**config.mk**
```make
export PLATFORM = sky130hd
export DESIGN_NAME = pwr_supervisor
export DESIGN_NICKNAME = d
export VERILOG_FILES = /design/src/rtl/pwrsup_pkg.sv /design/src/rtl/pwrsup_flag_filter.sv /design/src/rtl/pwrsup_timer.sv /design/src/rtl/pwrsup_fresh_latch.sv /design/src/rtl/pwr_supervisor.sv
export SDC_FILE = /design/constraint.sdc
export NUM_CORES = 1
export LEC_CHECK = 0
export ABC_CLOCK_PERIOD_IN_PS = 3200
export BUFFER_PORTS_ARGS = -buffer_cell sky130_fd_sc_hd__buf_4
export CAP_MARGIN = 20
export CORE_ASPECT_RATIO = 1.25
export CORE_MARGIN = 3
export CORE_UTILIZATION = 45
export DETAILED_ROUTE_END_ITERATION = 8
export MAX_ROUTING_LAYER = met4
export SLEW_MARGIN = 40
export SYNTH_ARGS = -nofsm -noshare
export SYNTH_HDL_FRONTEND = slang
export SYNTH_SLANG_ARGS = --single-unit
```
**constraint.sdc**
```tcl
create_clock -name clk_i -period 3.2 [get_ports clk_i]
set_clock_uncertainty 0.15 [all_clocks]
set_input_delay 0.16 -clock clk_i [delete_from_list [all_inputs] [get_ports clk_i]]
set_output_delay 0.16 -clock clk_i [all_outputs]
set_load 0.01 [all_outputs]
```
**src/rtl/pwrsup_pkg.sv**
```systemverilog
package pwrsup_pkg;
  localparam int unsigned FLAG_N   = 2;
  localparam int unsigned IDX_TRIP = 0;
  localparam int unsigned IDX_SW   = 1;

  typedef logic [FLAG_N-1:0] flag_vec_t;

  function automatic int unsigned cyc_from_hz(input int unsigned hz,
                                              input int unsigned div);
    return (hz / div == 0) ? 1 : hz / div;
  endfunction
endpackage

```
**src/rtl/pwrsup_flag_filter.sv**
```systemverilog
module pwrsup_flag_filter #(
  parameter int unsigned STABLE_CYC = 4
) (
  input  logic clk_i,
  input  logic rst_ni,
  input  logic raw_i,
  output logic flag_o
);
  localparam int unsigned CW = (STABLE_CYC < 2) ? 1 : $clog2(STABLE_CYC);

  logic          s1_q, s2_q;
  logic          flag_q, flag_d;
  logic [CW-1:0] cnt_q, cnt_d;

  always_ff @(posedge clk_i or negedge rst_ni) begin
    if (!rst_ni) begin
      s1_q <= 1'b0;
      s2_q <= 1'b0;
    end else begin
      s1_q <= raw_i;
      s2_q <= s1_q;
    end
  end

  always_comb begin
    flag_d = flag_q;
    cnt_d  = cnt_q;
    if (s2_q == flag_q) begin
      cnt_d = '0;
    end else if (cnt_q == CW'(STABLE_CYC - 1)) begin
      flag_d = s2_q;
      cnt_d  = '0;
    end else begin
      cnt_d = cnt_q + 1'b1;
    end
  end

  always_ff @(posedge clk_i or negedge rst_ni) begin
    if (!rst_ni) begin
      flag_q <= 1'b0;
      cnt_q  <= '0;
    end else begin
      flag_q <= flag_d;
      cnt_q  <= cnt_d;
    end
  end

  assign flag_o = flag_q;

  // an accepted value must be the value seen by the second flop
  a_r2_accept_matches_sync: assert property (@(posedge clk_i) disable iff (!rst_ni)
    (flag_q != $past(flag_q)) |-> (flag_q == $past(s2_q)));
endmodule

```
**src/rtl/pwrsup_timer.sv**
```systemverilog
module pwrsup_timer #(
  parameter int unsigned LEN_CYC = 8
) (
  input  logic clk_i,
  input  logic rst_ni,
  input  logic run_i,
  output logic done_o
);
  localparam int unsigned CW = (LEN_CYC < 2) ? 1 : $clog2(LEN_CYC + 1);

  logic [CW-1:0] cnt_q, cnt_d;
  logic          done_q, done_d;
  logic          cnt_en;

  assign cnt_en = run_i && !done_q;

  always_comb begin
    cnt_d  = cnt_q;
    done_d = done_q;
    if (!run_i) begin
      cnt_d  = '0;
      done_d = 1'b0;
    end else if (cnt_en) begin
      if (cnt_q == CW'(LEN_CYC - 1)) begin
        done_d = 1'b1;
      end else begin
        cnt_d = cnt_q + 1'b1;
      end
    end
  end

  always_ff @(posedge clk_i or negedge rst_ni) begin
    if (!rst_ni) begin
      cnt_q  <= '0;
      done_q <= 1'b0;
    end else begin
      cnt_q  <= cnt_d;
      done_q <= done_d;
    end
  end

  assign done_o = done_q;

  // dropping the run request restarts the interval from zero
  a_r8_idle_restarts: assert property (@(posedge clk_i) disable iff (!rst_ni)
    !run_i |=> (cnt_q == '0) && !done_q);
  // a finished interval stays finished while supply stays valid
  a_r4_done_sticky: assert property (@(posedge clk_i) disable iff (!rst_ni)
    (run_i && done_q) |=> done_q);
endmodule

```
**src/rtl/pwrsup_fresh_latch.sv**
```systemverilog
module pwrsup_fresh_latch (
  input  logic clk_i,
  input  logic rst_ni,
  input  logic valid_i,
  output logic armed_o
);
  logic armed_q, armed_d;

  always_comb begin
    armed_d = armed_q;
    if (valid_i) armed_d = 1'b1;
  end

  always_ff @(posedge clk_i or negedge rst_ni) begin
    if (!rst_ni) armed_q <= 1'b0;
    else         armed_q <= armed_d;
  end

  assign armed_o = armed_q;

  // backup arming is permanent
  a_r9_armed_sticky: assert property (@(posedge clk_i) disable iff (!rst_ni)
    armed_q |=> armed_q);
  // arming needs an accepted valid supply
  a_r10_arm_cause: assert property (@(posedge clk_i) disable iff (!rst_ni)
    $rose(armed_q) |-> $past(valid_i));
endmodule

```
**src/rtl/pwr_supervisor.sv**
```systemverilog
module pwr_supervisor #(
  parameter int unsigned CLK_HZ     = 1000000,
  parameter int unsigned STABLE_CYC = 4,
  parameter int unsigned RST_CYC    = pwrsup_pkg::cyc_from_hz(CLK_HZ, 5),
  parameter int unsigned REC_CYC    = pwrsup_pkg::cyc_from_hz(CLK_HZ, 8)
) (
  input  logic clk_i,
  input  logic rst_ni,
  input  logic vtrip_ok_i,
  input  logic vsw_ok_i,
  input  logic mem_ce_i,
  input  logic mem_we_i,
  input  logic mem_oe_i,
  output logic rst_pull_o,
  output logic wprot_o,
  output logic bat_conn_o,
  output logic arr_ce_o,
  output logic arr_we_o,
  output logic arr_oe_o
);
  import pwrsup_pkg::*;

  logic      rs1_q, rs2_q, rst_sn;
  flag_vec_t raw_vec, flt_vec;
  logic      trip_ok, sw_ok;
  logic      rst_done, rec_done, armed;

  always_ff @(posedge clk_i or negedge rst_ni) begin
    if (!rst_ni) begin
      rs1_q <= 1'b0;
      rs2_q <= 1'b0;
    end else begin
      rs1_q <= 1'b1;
      rs2_q <= rs1_q;
    end
  end
  assign rst_sn = rs2_q;

  assign raw_vec[IDX_TRIP] = vtrip_ok_i;
  assign raw_vec[IDX_SW]   = vsw_ok_i;

  for (genvar g = 0; g < FLAG_N; g++) begin : g_flt
    pwrsup_flag_filter #(.STABLE_CYC(STABLE_CYC)) u_flt (
      .clk_i (clk_i),
      .rst_ni(rst_sn),
      .raw_i (raw_vec[g]),
      .flag_o(flt_vec[g])
    );
  end

  assign trip_ok = flt_vec[IDX_TRIP];
  assign sw_ok   = flt_vec[IDX_SW];

  pwrsup_timer #(.LEN_CYC(RST_CYC)) u_rst_tmr (
    .clk_i (clk_i),
    .rst_ni(rst_sn),
    .run_i (trip_ok),
    .done_o(rst_done)
  );

  pwrsup_timer #(.LEN_CYC(REC_CYC)) u_rec_tmr (
    .clk_i (clk_i),
    .rst_ni(rst_sn),
    .run_i (trip_ok),
    .done_o(rec_done)
  );

  pwrsup_fresh_latch u_fresh (
    .clk_i  (clk_i),
    .rst_ni (rst_sn),
    .valid_i(trip_ok),
    .armed_o(armed)
  );

  assign rst_pull_o = !(trip_ok && rst_done);
  assign wprot_o    = !(trip_ok && rec_done);
  assign bat_conn_o = armed && !sw_ok;

  always_comb begin
    arr_ce_o = 1'b0;
    arr_we_o = 1'b0;
    arr_oe_o = 1'b0;
    if (!wprot_o) begin
      arr_ce_o = mem_ce_i;
      arr_we_o = mem_ce_i && mem_we_i;
      arr_oe_o = mem_ce_i && mem_oe_i && !mem_we_i;
    end
  end

  // an accepted fault leaves no interval running into the next cycle
  a_r3_fault_clears: assert property (@(posedge clk_i) disable iff (!rst_sn)
    !trip_ok |=> !rst_done && !rec_done);
  // reset release only follows at least two cycles of valid supply
  a_r4_release_needs_valid: assert property (@(posedge clk_i) disable iff (!rst_sn)
    $fell(rst_pull_o) |-> trip_ok && $past(trip_ok));
  // protection release only follows at least two cycles of valid supply
  a_r5_unprotect_needs_valid: assert property (@(posedge clk_i) disable iff (!rst_sn)
    $fell(wprot_o) |-> trip_ok && $past(trip_ok));
endmodule

```
== Word level (Yosys, flattened, before mapping) ==
Cells that the tools add are included.
W data, S select, Z words.

* Flip-flop bits (word level): 50
* Logic and storage cells: 72
* Output and inout bits: 6
* Bits of input ports: 7

* Equal/unequal tests: 12
* Reduce and logical (&&, ||, !) cells: 20
* Bitwise logic cells: 2
* $add $sub $neg: 4
* Muxes and demuxes: 19

{| class="wikitable"
|+ Operators by type and width
! cell !! count
|-
| $mux W18 || 3
|-
| $mux W17 || 3
|-
| $add A18 B1 Y18 const B || 1
|-
| $eq A18 B18 Y1 const B || 1
|-
| $add A17 B1 Y17 const B || 1
|-
| $eq A17 B17 Y1 const B || 1
|-
| $reduce_and A2 Y1 || 6
|-
| $mux W1 || 9
|-
| $logic_and A1 B1 Y1 || 8
|-
| $mux W2 || 4
|-
| $ne A2 B1 Y1 const B || 4
|-
| $logic_not A1 Y1 || 6
|-
| $add A2 B1 Y2 const B || 2
|-
| $eq A2 B2 Y1 const B || 2
|-
| $ne A2 B2 Y1 const B || 2
|-
| $eq A1 B1 Y1 || 2
|-
| $not A1 Y1 || 2
|}

== Longest topological paths before layout ==
Gate-level depths: netlist of the first run.

* Depth after elaboration: 4
* Mapped depth: 5
* Mapped depth without buffers: 5

== Cells and area by module ==
Synthesis of the first run repeated with hierarchy kept, for this count alone.

* Cell total of the unflattened synthesis: 239
* Area total of the unflattened synthesis: 2544.9 µm²

{| class="wikitable"
|+ By module, submodules not included
! module !! instances !! area an instance (µm²) !! cells an instance !! sequential area each (µm²)
|-
| pwrsup_timer at u_rst_tmr || 1 || 1104.8 || 115 || 475.5
|-
| pwrsup_timer at u_rec_tmr || 1 || 965.9 || 93 || 450.4
|-
| pwrsup_flag_filter || 2 || 173.9 || 10 || 125.1
|-
| pwr_supervisor || 1 || 95.1 || 9 || 50.0
|-
| pwrsup_fresh_latch || 1 || 31.3 || 2 || 25.0
|}

== Least setup slack after synthesis of the first run ==
No wires, ideal clock.

* Path type: reg2reg
* Start point: register u_rst_tmr.cnt_q[13]
* End point: register u_rst_tmr.cnt_q[0]
* Setup time: 0.132 ns
* Stages on the path, launching flop included: 5
* Arrival: 1.693 ns
* Buffers on the path: 0
* Path slack: 1.225 ns
* Period minus slack after synthesis: 1.975 ns
* Data required time: 2.918 ns
* Cell sequence: dfrtp_1 -> or4_1 -> or4_1 -> o311ai_1 -> o21ai_1

* Longest elaborated chain between the ends: 3

{| class="wikitable"
|+ RTL lines
! item !! RTL line !! source
|-
| start, declared || pwrsup_timer.sv:11 || <nowiki>logic [CW-1:0] cnt_q, cnt_d;</nowiki>
|-
| start signal, assigned || pwrsup_timer.sv:37 || <nowiki>cnt_q <= cnt_d;</nowiki>
|-
| $eq A18 B18 Y1 || pwrsup_timer.sv:24 || <nowiki>if (cnt_q == CW'(LEN_CYC - 1)) begin</nowiki>
|-
| $ne A2 B2 Y1 (no source line) || - ||
|-
| $reduce_and A2 Y1 (no source line) || - ||
|}

Every way passes these cells.
A chain may end at the register's enable or synchronous reset.

== Worst setup path in the final report of the first run ==
* Start point: register u_rec_tmr.done_q, in the netlist u_rec_tmr.done_o
* End point: register u_rec_tmr.cnt_q[15]

* Longest elaborated chain between the ends: 4

{| class="wikitable"
|+ RTL lines
! item !! RTL line !! source
|-
| start, declared || pwrsup_timer.sv:12 || <nowiki>logic done_q, done_d;</nowiki>
|-
| start signal, assigned || pwrsup_timer.sv:38 || <nowiki>done_q <= done_d;</nowiki>
|-
| $logic_not A1 Y1 || pwrsup_timer.sv:15 || <nowiki>assign cnt_en = run_i && !done_q;</nowiki>
|-
| $logic_and A1 B1 Y1 || pwrsup_timer.sv:15 ||
|-
| $ne A2 B1 Y1 (no source line) || - ||
|-
| $reduce_and A2 Y1 (no source line) || - ||
|-
| end signal, assigned || pwrsup_timer.sv:37 ||
|-
| end, declared || pwrsup_timer.sv:11 ||
|}

Every way passes these cells.

==> flow_metrics.tcl, run 1 <==
set metrics [dict create \
    run_status "finished clean" \
    worst_path_dominant_cell_family "simple AND/OR/NAND/NOR gates" \
    ys.flop_type "sky130_fd_sc_hd__dfrtp_1" \
    hold_class "input port to async pin" \
    max-clock-path-buffers 2 \
    reg2reg_setup_slack_ns 1.07 \
    reg2reg_from "u_rec_tmr.done_o" \
    critical_path.slowest_cell "sky130_fd_sc_hd__dfrtp_1" \
    critical-path-max-stage-delay_ns 0.51 \
    total_leakage_power_uw 0.00108 \
    gpl.final_weighted_congestion 0.790 \
    setup.worst_path.end_class "flop" \
    floorplan.io_pins 13 \
    finalSetupTns_ns 0 \
    crit_arrival_ns 2.20 \
    clk-insertion-delay-late_ns 0.30 \
    yosys.area.top_type_share_pct 50.5 \
    h-tree-depth 2 \
    hold_viol 0 \
    height_of_the_die_um 89.0 \
    final_period_minus_worst_setup_slack_ns 2.13 \
    synth-seq-cells 50 \
    post_synth_and_or_nand_nor_area_fraction_pct 27.5 \
    crit_chain "nand2b_1, or3_1, or4_1, a21oi_1" \
    final_cycle_utilization_of_the_critical_path_pct 66.5 \
    vias_per_cell 5.63 \
    critical_path_buf_inv_count 0 \
    most_used_standard_cell_by_instance_count_after_synthesis "sky130_fd_sc_hd__dfrtp_1" \
    grt_setup_unrepaired "false" \
    netlist_top_cells_area "sky130_fd_sc_hd__dfrtp_1, sky130_fd_sc_hd__xnor2_1, sky130_fd_sc_hd__nor2_1" \
    maximum_number_of_pins_on_one_net_before_global_route_repair 49 \
    first_iter_violations 113 \
    grt_residual_overflow 0 \
    clock.fmax_mhz 470 \
    antenna_violations_before_repair 0 \
    final_layout_size_suffix_gt1_share_pct 12.4 \
    worst_r2r_dst "u_rec_tmr.cnt_q[15]" \
    dieArea_sq_um 6440 \
    cts.sinks 50 \
    route.detailed.drc 0 \
    ant_nets 0 \
    worstPathRequired_ns 3.27 \
    vdd_ir_drop_max_v 0.000321 \
    clkTransAtPathRegs_ns 0.09 \
    fillCellCount 499 \
    synth_area_per_cell_sq_um 9.92 \
    tritoncts "yes" \
    synth_commonest_cells "sky130_fd_sc_hd__dfrtp_1, sky130_fd_sc_hd__nor2_1, sky130_fd_sc_hd__xnor2_1, sky130_fd_sc_hd__nand2_1, sky130_fd_sc_hd__o21ai_0" \
    placeableCoreArea_sq_um 5190 \
    ff2ff_path_depth 4 \
    yosys.area_share.xor_xnor_pct 7.77 \
    synth_top_family_by_area "simple AND/OR/NAND/NOR gates" \
    syn_inst 250 \
    detailedPlacementHpwl_um 3340 \
    pre_cts_ws_ns 1.07 \
    flow.area_growth_from_synthesis_pct 11.5 \
    global_route_wire_length_before_repair_um 8830 \
    timing_worst_slew_pin_value_ns 0.685 \
    number_of_violations_of_the_max_capacitance_limit 0 \
    cts_repair_resize_count 0 \
    asyncSetResetFlopFracSynth_pct 100 \
    route.final.wire_length_um 4900 \
    placement.cell_area_sq_um 2630 \
    slew-limit-headroom_pct 54.3 \
    number_of_global_route_vias_before_repair 1923 \
    die_w_um 72.4 \
    clock-root-buffer "sky130_fd_sc_hd__clkbuf_8" \
    crit_path_max_fanout 12 \
    synthesis.yosys.warnings 0 \
    cell_accounting_for_the_most_synthesized_area "sky130_fd_sc_hd__dfrtp_1" \
    initial_utilization_pct 47.8 \
    cts_hold_repair.buffers 3 \
    drt_pass1_iterations 4 \
    timing.final.ws_setup_ns 1.07 \
    final_max_slew_viol_count 0 \
    setup.worst_path.start_class "flop" \
    num_antenna_cells 0 \
    synth_fp_nets 261 \
    groute.usage.overall_pct 18.0 \
    port_buffers 12 \
    synth_compound_gate_area_share_pct 7.16 \
    postLayoutCellArea_sq_um 2760 \
    cts_post_setup_buffers_inserted 0 \
    total_power_uw 1460 \
    vias 1852 \
    synth_fa_ha_area_share_pct 2.02 \
    worst-path-stages 4 \
    number_of_synthesized_flops_with_an_enable_pin 0 \
    critical_path_class "flop to flop" \
    nets 277 \
    cts_buffers 5 \
    detailed_route_wire_length_per_cell_um 14.9 \
    yosysSeqAreaShare_pct 50.5 \
    finalSetupViolCount 0 \
    synth.lib_cells_used.distinct 46 \
    row_count 29 \
    yosys-mux-area-fraction_pct 1.66 \
    mappedNetlistArea_sq_um 2480 \
    power_density_nw_per_um2 527 \
]
## metrics by stage
step	hold slack, ns	utilization, %	cells
after floorplan	-0.286	-	250
after global placement	-0.208	50.6	318
after detailed placement	-0.207	50.6	318
after CTS	0.0115	53.3	329
after global routing	0.00784	53.3	329
final	0.0280	53.3	329
## per-layer routing
metal | track usage, % | share of wire (%) | vias up | routed length (um)
met3 | 3.04 | 2.1 | 8 | 101
met2 | 32.4 | 52 | 24 | 2560
met5 | - | 0 | - | 0
li1 | - | - | 913 | -
met1 | 20.0 | 44 | 907 | 2150
met4 | 6.71 | 1.8 | 0 | 88
## layout by cell type, fill, tap and decap left out, drive strengths merged, types with 2 or more instances in the layout
| cell | n |
|---|---|
| a21oi | 8 |
| buf | 14 |
| clkbuf | 7 |
| dfrtp | 50 |
| dlygate4sd3 | 3 |
| ha | 4 |
| inv | 11 |
| mux2i | 3 |
| nand2 | 20 |
| nand2b | 4 |
| nand3 | 10 |
| nand4 | 7 |
| nand4b | 3 |
| nor2 | 21 |
| nor2b | 6 |
| nor3 | 12 |
| nor4 | 11 |
| nor4b | 4 |
| o21ai | 14 |
| o31ai | 2 |
| or2 | 4 |
| or3 | 5 |
| or4 | 6 |
| xnor2 | 21 |
## flip-flops by register name, summed over array words and instances, names as in the netlist, 2 cells and up
register and flops:
u_rst_tmr.cnt_q 18, u_rec_tmr.cnt_q 17, g_flt.u_flt.cnt_q 4, g_flt.u_flt.flag_o 2
g_flt.u_flt.s1_q 2, g_flt.u_flt.s2_q 2
## cell type report
class / count / area [sq um] / share of cell area (%)
multi-input cells: 181 / 1150 / 41.6
well taps: 62 / 77.6 / 2.81
clock inverters: 1 / 30.0 / 1.09
repair buffers: 17 / 135 / 4.89
flip-flops and latches: 50 / 1250 / 45.4
clock buffers: 7 / 76.3 / 2.76
inverters: 11 / 41.3 / 1.49
## power breakdown
| part | switching [uW] | total [uW] | internal, uW |
|---|---|---|---|
| Clock | 203 | 437 | 234 |
| Combinational | 145 | 261 | 116 |
| Sequential | 66.4 | 758 | 691 |
## worst max path at each step
stage	start	slack (ns)	to
detailed placement	u_rec_tmr.done_o	1.07	u_rec_tmr.cnt_q[15]
global placement	u_rst_tmr.cnt_q[13]	1.09	u_rst_tmr.cnt_q[0]
finish	u_rec_tmr.done_o	1.07	u_rec_tmr.cnt_q[15]
global route	u_rec_tmr.done_o	0.90	u_rec_tmr.cnt_q[15]
CTS	u_rec_tmr.done_o	1.06	u_rec_tmr.cnt_q[15]
floorplan	u_rst_tmr.cnt_q[13]	1.23	u_rst_tmr.cnt_q[0]
## cells by family (layout without fill, tap and decap cells)
group / Yosys count / in the layout
AOI/OAI and AO/OA: 30 / 30
xor gates and xnor gates: 22 / 22
adders and majority gates: 4 / 4
buffers and inverters: 19 / 36
DFF: 50 / 50
muxes: 4 / 4
other: 1 / 1
and+or+nand+nor: 120 / 120
Note: power is estimated with default switching activity, not from simulation.
==> run 2: changes to the inputs <==
Settings changed: ABC_CLOCK_PERIOD_IN_PS 3200 to 2140.
Clock period 3.2 ns to 2.14 ns, I/O delays scaled along.
==> run 2 against run 1 <==
Effect of this change:
- global-route usage is 0.84 points higher
- critical endpoint is now u_rst_tmr.cnt_q[0]
- setup slack worse by 1.0 ns
- utilization is 3.6 points higher
==> flow_metrics.tcl, run 2 (synthesized netlist as in run 1, its figures left out) <==
set metrics [dict create \
    port_buffers 12 \
    p_int_uw 1580 \
    row_count 29 \
    mostFrequentLayoutCell "sky130_fd_sc_hd__dfrtp_1" \
    initial_utilization_pct 47.8 \
    tritoncts "yes" \
    max-clock-path-buffers 2 \
    power_density_nw_per_um2 758 \
    hold_viol 0 \
    placeableCoreArea_sq_um 5190 \
    finalSetupTns_ns 0 \
    flow.area_growth_from_synthesis_pct 19.0 \
    critical_path_class "flop to flop" \
    clk-insertion-delay-late_ns 0.30 \
    groute.usage.overall_pct 18.9 \
    net-switching-power_uw 656 \
    route.final.wire_length_um 5280 \
    top_register "u_rst_tmr.cnt_q" \
    dieArea_sq_um 6440 \
    largest_reg_flops 18 \
    clock-root-buffer "sky130_fd_sc_hd__clkbuf_8" \
    nets 299 \
    crit_path_max_fanout 3 \
    placement.cell_area_sq_um 2800 \
    p_sw_share_pct 29.3 \
    clkTransAtPathRegs_ns 0.10 \
    maximum_number_of_pins_on_one_net_before_global_route_repair 31 \
    vias_per_cell 5.54 \
    total_power_uw 2240 \
    setup.worst_path.start_class "flop" \
    floorplan.io_pins 13 \
    fillCellCount 461 \
    detailed_route_wire_length_per_cell_um 15.0 \
    crit_arrival_ns 2.11 \
    power.share.sequential_pct 50.2 \
    vdd_ir_drop_max_v 0.000423 \
    run_status "finished clean" \
    h-tree-depth 2 \
    drt_pass1_iterations 4 \
    num_antenna_cells 0 \
    clkPwrFrac_pct 30.1 \
    final_max_slew_viol_count 0 \
    hold_class "flop to async pin" \
    number_of_violations_of_the_max_capacitance_limit 0 \
    largest_registers_ranked_by_flip_flop_count "u_rst_tmr.cnt_q x18, u_rec_tmr.cnt_q x17, g_flt.u_flt.cnt_q x4" \
    worstPathRequired_ns 2.18 \
    number_of_global_route_vias_before_repair 1980 \
    antenna_violations_before_repair 0 \
    setup.worst_path.end_class "flop" \
    final_cell_mix "sky130_fd_sc_hd__dfrtp_1, sky130_fd_sc_hd__buf_4, sky130_fd_sc_hd__xnor2_1, sky130_fd_sc_hd__nor2_1, sky130_fd_sc_hd__nand2_1" \
    final_layout_size_suffix_gt1_share_pct 19.7 \
    cts_buffers 5 \
    finalSetupViolCount 0 \
    post-place-cells 339 \
    layoutNonFillerInstCount 351 \
    cts_post_setup_buffers_inserted 0 \
    cts.sinks 50 \
    vias 1946 \
    height_of_the_die_um 89.0 \
    total_leakage_power_uw 0.00120 \
    ant_nets 0 \
    grt_residual_overflow 0 \
    die_w_um 72.4 \
    grt_setup_unrepaired "false" \
    global_route_wire_length_before_repair_um 9070 \
    final_period_minus_worst_setup_slack_ns 2.07 \
    route.detailed.drc 0 \
    comb_power_share_pct 19.7 \
    hold_ws_ns 0.0613 \
    postLayoutCellArea_sq_um 2950 \
    final_cycle_utilization_of_the_critical_path_pct 96.6 \
    gpl.final_weighted_congestion 0.871 \
    detailedPlacementHpwl_um 3790 \
    clock.fmax_mhz 484 \
    first_iter_violations 109 \
]
[run 2: changes by cell type in the layout (fill, tap and decap cells not counted)]
cell / delta
sky130_fd_sc_hd__clkinv_2: +1
sky130_fd_sc_hd__dlygate4sd3_1: +1
sky130_fd_sc_hd__or4_1: -1
sky130_fd_sc_hd__buf_4: +20
sky130_fd_sc_hd__or4_4: +1
sky130_fd_sc_hd__dfrtp_2: +1
sky130_fd_sc_hd__inv_6: +1
sky130_fd_sc_hd__clkbuf_1: -2
sky130_fd_sc_hd__dfrtp_4: -1
sky130_fd_sc_hd__buf_12: +1
[run 2: worst max-delay path, stage by stage, from the launching register on]
cell and delay [ns]:
sky130_fd_sc_hd__dfrtp_1 0.41, sky130_fd_sc_hd__or4_1 0.53, sky130_fd_sc_hd__or4_4 0.53, sky130_fd_sc_hd__o311ai_1 0.24, sky130_fd_sc_hd__o21ai_1 0.10
[run 2: per-layer routing]
layer / up-vias / track usage [%] / share of wire, %
met5: - / - / 0
met4: 0 / 10.2 / 4.3
met3: 22 / 3.04 / 2.6
met2: 46 / 33.2 / 51
met1: 914 / 20.2 / 42
li1: 964 / - / -
[run 2: through the flow]
step	setup WS (ns)	util [%]
floorplan	0.165	-
CTS	0.0657	56.8
detailed placement	0.0800	53.9
global placement	0.124	53.9
finish	0.0719	56.9
global route	0.0118	56.9
[run 2: path summary, 6_finish.rpt]
path                            slack, ns  cells past startpoint                   to           startpoint
worst min-delay path                 0.06                      0   u_rec_tmr.cnt_q[2]                rs2_q
worst min register to register       0.06                      0   u_rec_tmr.cnt_q[2]                rs2_q
min in group clk_i                   0.21                      0  g_flt[0].u_flt.s2_q  g_flt[0].u_flt.s1_q
worst max-delay path                 0.07                      4   u_rst_tmr.cnt_q[0]  u_rst_tmr.cnt_q[14]
worst max register to register       0.07                      4   u_rst_tmr.cnt_q[0]  u_rst_tmr.cnt_q[14]
max in group asynchronous            1.21                      3                rs2_q               rst_ni
[run 2: layout make-up]
| type | count | area, sq um | share of cell area (%) |
|---|---|---|---|
| Multi-Input combinational cell | 181 | 1150 | 39.0 |
| Tap cell | 62 | 77.6 | 2.63 |
| Clock buffer | 5 | 68.8 | 2.33 |
| Inverter | 11 | 41.3 | 1.40 |
| Clock inverter | 3 | 43.8 | 1.48 |
| Timing Repair Buffer | 39 | 315 | 10.7 |
| Sequential cell | 50 | 1250 | 42.4 |
[run 2: power groups by stage]
stage	Sequential [uW]	Combinational [uW]	Clock, uW
2_1_floorplan	1120	317	0
3_3_place_gp	1140	427	0
3_5_place_dp	1150	442	0
4_1_cts	1130	449	704
5_1_grt	1140	502	736
6_report	1120	440	674
[run 2: timing repair]
| action | 4_1_cts | 5_1_grt |
|---|---|---|
| hold endpoints to repair | 4 | 0 |
| resized for setup | 0 | 1 |
| setup endpoints to repair | 0 | 1 |
| hold buffers | 4 | 0 |
==> run 3: changes to the inputs <==
Settings changed: CORE_UTILIZATION 45 to 35, SKIP_CTS_REPAIR_TIMING set to 1.
==> run 3 against run 2 <==
Effect of this change:
- utilization fell by 12 points
- wire length rose by 2.7%
- sequential cell count did not move
- non-clock buffer count did not move
- via count rose by 1.2%
- first-iteration DRC count fell by 41%
- die area rose by 26%
- clock-buffer cell count did not move
- worst hold slack got worse by 0.048 ns
- total power rose by 1.3%
- final cell count rose by 7.1%
- sequential share of layout area fell by 0.48 points
- largest cell class unchanged
- largest power group unchanged
- highest routed layer unchanged
==> flow_metrics.tcl, run 3 (synthesized netlist as in run 1, its figures left out) <==
set metrics [dict create \
    placeableCoreArea_sq_um 6730 \
    crit_path_max_fanout 6 \
    fin_util_pct 44.5 \
    total_leakage_power_uw 0.00120 \
    met2_length_um 2770 \
    postLayoutCellArea_sq_um 2990 \
    largest_registers_ranked_by_flip_flop_count "u_rst_tmr.cnt_q x18, u_rec_tmr.cnt_q x17, g_flt.u_flt.cnt_q x4" \
    power_density_nw_per_um2 758 \
    clk-insertion-delay-late_ns 0.30 \
    flow.area_growth_from_synthesis_pct 20.6 \
    die_w_um 81.3 \
    port_buffers 12 \
    met3WireLength_um 146 \
    worstPathRequired_ns 2.23 \
    finalSetupViolCount 0 \
    final_cycle_utilization_of_the_critical_path_pct 96.1 \
    topRoutingLayerUsed "met4" \
    route.detailed.drc 0 \
    crit_chain "or4_1, or4_4, or2_4, o21ai_1" \
    largest_reg_flops 18 \
    groute.usage.overall_pct 15.5 \
    setup.worst_path.end_class "flop" \
    critical_path.slowest_cell "sky130_fd_sc_hd__or4_1" \
    ant_nets 0 \
    clock-root-buffer "sky130_fd_sc_hd__clkbuf_8" \
    detailedPlacementHpwl_um 3940 \
    detailed_route_wire_length_per_cell_um 14.4 \
    floorplan.io_pins 13 \
    met1Wirelength_um 2340 \
    hold_class "flop to async pin" \
    height_of_the_die_um 100 \
    worst_path_dominant_cell_family "simple AND/OR/NAND/NOR gates" \
    setup.worst_path.start_class "flop" \
    maximum_number_of_pins_on_one_net_before_global_route_repair 37 \
    max-clock-path-buffers 2 \
    top_register "u_rst_tmr.cnt_q" \
    vias_per_cell 5.24 \
    cts_buffers 5 \
    row_count 33 \
    nets 299 \
    h-tree-depth 2 \
    vias 1969 \
    global_route_wire_length_before_repair_um 9570 \
    dieArea_sq_um 8140 \
    cts.sinks 50 \
    mostFrequentLayoutCell "sky130_fd_sc_hd__dfrtp_1" \
    final_cell_mix "sky130_fd_sc_hd__dfrtp_1, sky130_fd_sc_hd__buf_4, sky130_fd_sc_hd__xnor2_1, sky130_fd_sc_hd__nor2_1, sky130_fd_sc_hd__nand2_1" \
    critical-path-max-stage-delay_ns 0.53 \
    final_layout_size_suffix_gt1_share_pct 20.8 \
    final_period_minus_worst_setup_slack_ns 2.06 \
    clock.fmax_mhz 486 \
    finalSetupTns_ns 0 \
    num_antenna_cells 0 \
    vdd_ir_drop_max_v 0.000392 \
    final_max_slew_viol_count 0 \
    initial_utilization_pct 36.8 \
    critical_path_class "flop to flop" \
    crit_arrival_ns 2.15 \
    gpl.final_weighted_congestion 0.816 \
    grt_residual_overflow 0 \
    hold_viol 0 \
    critical_path_buf_inv_count 0 \
    tritoncts "yes" \
    clkTransAtPathRegs_ns 0.10 \
    placement.cell_area_sq_um 2830 \
    route.final.wire_length_um 5420 \
    run_status "finished clean" \
    first_iter_violations 64 \
    hold_ws_ns 0.0130 \
    number_of_violations_of_the_max_capacitance_limit 0 \
    number_of_global_route_vias_before_repair 1971 \
    drt_pass1_iterations 5 \
    antenna_violations_before_repair 0 \
]
[run 3: cell types whose count changed in the layout (fill, tap and decap cells not counted)]
cell                      before  now
sky130_fd_sc_hd__dfrtp_1      49   47
sky130_fd_sc_hd__dfrtp_2       1    3
sky130_fd_sc_hd__o21ai_0      13   12
sky130_fd_sc_hd__nor4_2        0    1
sky130_fd_sc_hd__nor4_1       11   10
sky130_fd_sc_hd__o21ai_1       1    2
[run 3: area by class of cell]
cell class                 count  area (sq um)
clock buffer                   5          68.8
sequential                    50          1250
clock inverter                 3          43.8
inverter                      11          41.3
fill                         660          3740
multi-input combinational    181          1160
timing repair buffer          39           315
tap                           87           109
[run 3: path summary, 6_finish.rpt]
check / slack, ns / start / endpoint / cells past startpoint
setup / recovery: 0.08 / u_rst_tmr.cnt_q[14] / u_rst_tmr.cnt_q[0] / 4
hold / removal: 0.01 / rs2_q / u_rec_tmr.cnt_q[5] / 0
setup reg to reg: 0.08 / u_rst_tmr.cnt_q[14] / u_rst_tmr.cnt_q[0] / 4
hold reg to reg: 0.01 / rs2_q / u_rec_tmr.cnt_q[5] / 0
max in group asynchronous: 1.22 / rst_ni / rs2_q / 3
min in group clk_i: 0.21 / g_flt[0].u_flt.s1_q / g_flt[0].u_flt.s2_q / 0
[run 3: per-layer routing]
metal	GRT usage, %	up-vias
li1	-	957
met3	3.23	13
met4	6.76	0
met1	18.8	972
met5	-	-
met2	24.8	27
[run 3: power by group]
group / internal [uW] / switching [uW]
registers: 1030 / 83.0
clock network: 351 / 330
logic: 216 / 254
total: 1600 / 667
[run 3: through the flow]
stage               setup WS (ns)  cells  power (uW)
floorplan                   0.165    250        1430
global placement            0.114    364        1580
detailed placement         0.0883    364        1600
CTS                        0.0421    372        2310
global route              -0.0158    376        2430
finish                     0.0830    376        2270
